<file path="src/rtl/pxs_pkg.sv">
package pxs_pkg;
   typedef enum logic [1:0] {
      DEP_1 = 2'd0,
      DEP_2 = 2'd1,
      DEP_4 = 2'd2,
      DEP_8 = 2'd3
   } depth_e;

   localparam int N_DEPTHS = 4;
   localparam int MAX_PIX_W = 1 << (N_DEPTHS - 1);
endpackage

</file>
<file path="src/rtl/pxs_word_reg.sv">
module pxs_word_reg
   import pxs_pkg::*;
#(
   parameter int WORD_W = 16,
   localparam int CNT_W = $clog2(WORD_W + 1)
) (
   input  logic              clk,
   input  logic              rst_n,
   input  logic              load,
   input  logic              advance,
   input  logic [WORD_W-1:0] load_word,
   input  depth_e            load_depth,
   output logic [WORD_W-1:0] sr_q,
   output depth_e            depth_q,
   output logic [CNT_W-1:0]  left_q,
   output logic              held_q
);
   logic [WORD_W-1:0] shifted [N_DEPTHS];
   logic [CNT_W-1:0]  per_word [N_DEPTHS];

   for (genvar g = 0; g < N_DEPTHS; g++) begin : g_step
      localparam int STEP = 1 << g;
      assign shifted[g]  = {sr_q[WORD_W-1-STEP:0], {STEP{1'b0}}};
      assign per_word[g] = CNT_W'(WORD_W / STEP);
   end

   always_ff @(posedge clk or negedge rst_n) begin
      if (!rst_n) begin
         sr_q    <= '0;
         depth_q <= DEP_1;
         left_q  <= '0;
         held_q  <= 1'b0;
      end else if (load) begin
         sr_q    <= load_word;
         depth_q <= load_depth;
         left_q  <= per_word[load_depth];
         held_q  <= 1'b1;
      end else if (advance) begin
         sr_q   <= shifted[depth_q];
         left_q <= left_q - 1'b1;
         if (left_q == CNT_W'(1)) held_q <= 1'b0;
      end
   end

   p_hold_r5: assert property (@(posedge clk) disable iff (!rst_n)
      (!advance && !load) |=> ($stable(sr_q) && $stable(left_q)));
   p_depth_latch_r9: assert property (@(posedge clk) disable iff (!rst_n)
      !load |=> $stable(depth_q));
   p_count_range_r2: assert property (@(posedge clk) disable iff (!rst_n)
      held_q |-> (left_q != '0 && left_q <= CNT_W'(WORD_W)));
endmodule

</file>
<file path="src/rtl/pxs_index_out.sv">
module pxs_index_out
   import pxs_pkg::*;
#(
   parameter int WORD_W = 16,
   parameter int IDX_W  = 8
) (
   input  logic [WORD_W-1:0] sr_q,
   input  depth_e            depth_q,
   input  logic [IDX_W-1:0]  mask,
   input  logic              live,
   output logic [IDX_W-1:0]  idx
);
   logic [IDX_W-1:0] cand [N_DEPTHS];

   for (genvar g = 0; g < N_DEPTHS; g++) begin : g_pick
      localparam int PW = 1 << g;
      if (PW < IDX_W) begin : g_pad
         assign cand[g] = {{(IDX_W-PW){1'b0}}, sr_q[WORD_W-1 -: PW]};
      end else begin : g_full
         assign cand[g] = sr_q[WORD_W-1 -: IDX_W];
      end
   end

   always_comb begin
      idx = '0;
      if (live) idx = cand[depth_q] ^ mask;
   end
endmodule

</file>
<file path="src/rtl/pix_unpacker.sv">
module pix_unpacker
   import pxs_pkg::*;
#(
   parameter int WORD_W = 16,
   parameter int IDX_W  = 8
) (
   input  logic              clk,
   input  logic              rst_n,
   input  logic              dot_en,
   input  logic              blank,
   input  logic [1:0]        depth_sel,
   input  logic [IDX_W-1:0]  xor_mask,
   input  logic [WORD_W-1:0] fd_data,
   input  logic              fd_ack,
   output logic              fd_req,
   output logic [IDX_W-1:0]  idx_out,
   output logic              idx_valid
);
   localparam int CNT_W = $clog2(WORD_W + 1);

   if (IDX_W != MAX_PIX_W) begin : g_bad_idx
      $error("IDX_W must equal the widest pixel");
   end
   if (WORD_W % MAX_PIX_W != 0 || WORD_W < 2 * MAX_PIX_W) begin : g_bad_word
      $error("WORD_W must be a multiple of the widest pixel, at least two pixels");
   end

   logic [WORD_W-1:0] sr_q;
   depth_e            depth_q;
   logic [CNT_W-1:0]  left_q;
   logic              held_q;
   logic              advance, last_pix, load;

   assign advance   = held_q && dot_en && !blank;
   assign last_pix  = (left_q == CNT_W'(1));
   assign fd_req    = !held_q || (last_pix && advance);
   assign load      = fd_req && fd_ack;
   assign idx_valid = advance;

   pxs_word_reg #(.WORD_W(WORD_W)) u_reg (
      .clk        (clk),
      .rst_n      (rst_n),
      .load       (load),
      .advance    (advance),
      .load_word  (fd_data),
      .load_depth (depth_e'(depth_sel)),
      .sr_q       (sr_q),
      .depth_q    (depth_q),
      .left_q     (left_q),
      .held_q     (held_q)
   );

   pxs_index_out #(.WORD_W(WORD_W), .IDX_W(IDX_W)) u_idx (
      .sr_q    (sr_q),
      .depth_q (depth_q),
      .mask    (xor_mask),
      .live    (advance),
      .idx     (idx_out)
   );

   p_blank_quiet_r6: assert property (@(posedge clk) disable iff (!rst_n)
      blank |-> (!idx_valid && idx_out == '0));
   p_req_when_empty_r7: assert property (@(posedge clk) disable iff (!rst_n)
      !held_q |-> fd_req);
   p_valid_needs_word_r10: assert property (@(posedge clk) disable iff (!rst_n)
      idx_valid |-> held_q);
   p_idle_zero_r4: assert property (@(posedge clk) disable iff (!rst_n)
      !idx_valid |-> (idx_out == '0));
   p_load_fills_r8: assert property (@(posedge clk) disable iff (!rst_n)
      load |=> held_q);
endmodule

</file>
<file path="config.mk">
export PLATFORM = sky130hd
export DESIGN_NAME = pix_unpacker
export DESIGN_NICKNAME = d
export VERILOG_FILES = /design/src/rtl/pxs_pkg.sv /design/src/rtl/pxs_word_reg.sv /design/src/rtl/pxs_index_out.sv /design/src/rtl/pix_unpacker.sv
export SDC_FILE = /design/constraint.sdc
export NUM_CORES = 1
export LEC_CHECK = 0
export BUFFER_PORTS_ARGS = -buffer_cell sky130_fd_sc_hd__buf_2
export CORE_MARGIN = 2
export CORE_UTILIZATION = 40
export DETAILED_ROUTE_END_ITERATION = 7
export PLACE_DENSITY = 0.73
export SLEW_MARGIN = 20
export SYNTH_ARGS = -nofsm -noshare
export SYNTH_HDL_FRONTEND = slang
export SYNTH_HIERARCHICAL = 1
export SYNTH_SLANG_ARGS = --single-unit
</file>
<file path="constraint.sdc">
create_clock -name clk -period 1.75 [get_ports clk]
set_input_delay 0.2625 -clock clk [delete_from_list [all_inputs] [get_ports clk]]
set_output_delay 0.2625 -clock clk [all_outputs]
set_load 0.01 [all_outputs]
</file>
==> results.yml <==
outcome:
  outcome: "finished with violations"
  violations: "negative setup slack"
clock_tree:
  cts_tree: "done"
  cts_sinks: 24
  cts.clk_slew.worst_paths_ns: 0.09
  clk_latency_ns: 0.28
  cts_htree_levels: 1
  clockBufferDepth: 2
  cts-root-buf: "clkbuf_8"
  cts_buffers: 3
route:
  drt-initial-drc-count: 79
  wl_per_cell_um: 16.3
  num_vias: 1705
  drt-pass1-iter-count: 4
  drc: 0
  postRouteAntennaNets: 0
  totalWireLength_mm: 5.07
  vias_per_cell: 5.48
critical_path:
  worstPathArrival_ns: 1.62
  crit_required_ns: 1.49
  critPathBufInv: 1
  critical_path_depth: 4
  critical_path.max_fanout: 5
  path_cells: "mux4_2 > xor2_1 > and2_1 > buf_2"
  crit_slowest_cell: "mux4_2"
  path_class: "reg2out"
  cp-end-kind: "output pin"
  critPathTopFamily: "multiplexers"
  r2r_cells: 5
  cp_slowest_stage_delay_ns: 0.49
  startpoint_type: "register"
cells_and_area:
  n_fill_cell: 384
  syn_to_final_growth_pct: 38.6
  seqCellArea_um2: 604
  multi_input_area_um2: 1310
  final_nets: 293
  final_util: 0.588
  drive_gt1_frac: 0.517
  final-instance-count-excl-fill: 311
  diodes: 0
grt:
  grt_pass1_wl_mm: 8.26
  globalRouteTotalUtil: 0.203
  overflow: 0
  grt_pass1_vias: 1708
  grt_max_degree: 25
  antenna_found_initial: 0
power:
  power_frac_comb: 0.629
  p_leak_nw: 1.19
  swShare: 0.417
  clkPwrFrac: 0.094
  p_switching_mw: 1.77
  seq_power_share: 0.277
  vdd_ir_drop_max_mv: 0.766
  internal-power_mw: 2.48
  power_density_nw_per_um2: 1630
die:
  die_w_um: 72.6
  fp-row-count: 24
  die_area_um2: 5280
  io_pins: 41
  die_h_um: 72.6
  initial_core_util: 0.424
  core_area_um2: 4440
yosys:
  async_flop_share: 1.00
  synth_cells: 193
  synth_edf_count: 0
  ys_warn_count: 6
  synth_ff_type: "dfrtp_1"
  synth_top_area_cell: "dfrtp_1"
  synth_top_area_share: 0.319
  synth.cell_area_um2: 1880
  synth_common_cells: "dfrtp_1, nor2_1, mux2_2, mux2i_1, nand2_1"
  synth.yosys.seq_area_share: 0.319
  ys_types: 45
  synthTopCellsByArea: "dfrtp_1, mux2_2, mux2i_1"
  avgSynthCellArea_um2: 9.76
  yosysMostFrequentCell: "dfrtp_1"
  syn_nets: 226
  synth_seq_cells: 24
sta:
  worst_pin_slew_ns: 0.552
  fin_crit_sh: 1.07
  worst_slack_ns: -0.128
  drv_slew: 0
  rsz0062_at_grt: "true"
  max_freq_mhz: 532
  slew_headroom: 0.632
  skew_ns: 0.00780
  finalSetupViolations: 21
  hold_viol: 0
  fin_crit_ns: 1.88
placement:
  dp_hpwl_mm: 3.18
  dp_cells: 293
  io_buffer_count: 40
  gp_congestion: 0.796
job:
  maxCapViolCount: 0
hold_path:
  hold_class: "in2reg"
  min_path_cells: 3
## power groups by stage
stage | logic, mW | registers [mW] | clock network [mW]
floorplan | 1.66 | 1.08 | 0
global placement | 2.01 | 1.14 | 0
detailed placement | 2.05 | 1.16 | 0
CTS | 2.58 | 1.14 | 0.407
global route | 2.89 | 1.22 | 0.440
finish | 2.68 | 1.18 | 0.400
## worst register-to-register path: stages, from the launching register on
cell and delay [ns]:
dfrtp_1 0.38, or4b_4 0.55, o22ai_4 0.23, buf_12 0.16, buf_8 0.13, mux2_4 0.30
## sequential cells by signal, indices dropped and copies added, names as in the netlist
| register | cells |
|---|---|
| u_reg/left_q | 5 |
| u_reg/held_q | 1 |
| u_reg/sr_q | 16 |
| u_reg/depth_q | 2 |
## cells in the final DEF, fill, tap and decap left out, types with 5 or more instances in the layout
cell and instances:
nor2_1 17, nand2_1 11, inv_1 6, buf_4 24, a221oi_2 5, buf_6 6
a22o_1 7, mux2i_1 15, o31ai_1 5, buf_2 41, mux2_2 10, and2_1 5
mux2_4 6, dfrtp_1 21, xnor2_1 7
## metal layers
layer,vias up,wire length [µm],GRT usage
met3,9,180,0.0221
met1,813,2160,0.260
met5,-,0,0
met4,0,98,0.0864
met2,41,2630,0.347
li1,842,-,-
## metrics by stage
step	TNS [ns]	hold slack, ns	power, mW	instance area (µm²)	setup WS (ns)
floorplan	0	-0.0331	2.74	1890	0.00977
global placement	-0.896	0.282	3.15	2200	-0.108
detailed placement	-1.67	0.284	3.21	2200	-0.147
CTS	-1.48	0.185	4.13	2590	-0.172
global route	-2.76	0.184	4.55	2610	-0.192
finish	-1.25	0.194	4.25	2610	-0.128
## kinds of logic (layout without fill, tap and decap cells)
| logic type | count (synthesis) | in the layout | synth area share |
|---|---|---|---|
| flops | 24 | 24 | 0.319 |
| buf+inv | 22 | 88 | 0.0837 |
| compound gates | 36 | 36 | 0.157 |
| mux | 32 | 32 | 0.189 |
| fa+ha+maj | 2 | 2 | 0.0133 |
| xor+xnor | 9 | 9 | 0.0418 |
| simple gates | 68 | 68 | 0.197 |
## repair_timing
| action | in CTS | in global routing |
|---|---|---|
| resized for setup | 40 | 13 |
| setup endpoints to repair | 27 | 29 |
| hold endpoints to repair | 24 | 0 |
| buffers inserted | 10 | 3 |
| hold buffers | 1 | 0 |
| pin swaps | 19 | 11 |
| gates cloned | 2 | 1 |
## cell type report
| class | instances | area share |
|---|---|---|
| well taps | 52 | 0.0249 |
| inverters | 7 | 0.0110 |
| multi-input cells | 147 | 0.500 |
| flip-flops and latches | 24 | 0.231 |
| repair buffers | 77 | 0.212 |
| clock buffers | 4 | 0.0211 |
## final timing paths
check,startpoint,endpoint,slack (ns)
worst min-delay path,fd_data[11],u_reg/sr_q[11]$_DFFE_PN0P_,0.19
max in group asynchronous,rst_n,u_reg/depth_q[1]$_DFFE_PN0P_,0.86
worst max-delay path,u_reg/sr_q[8]$_DFFE_PN0P_,idx_out[0],-0.13
min in group asynchronous,rst_n,u_reg/sr_q[3]$_DFFE_PN0P_,0.49
worst min register to register,u_reg/held_q$_DFFE_PN0P_,u_reg/held_q$_DFFE_PN0P_,0.65
worst max register to register,u_reg/left_q[4]$_DFFE_PN0P_,u_reg/depth_q[0]$_DFFE_PN0P_,-0.10
No activity file was read; power rests on OpenSTA's default activity.
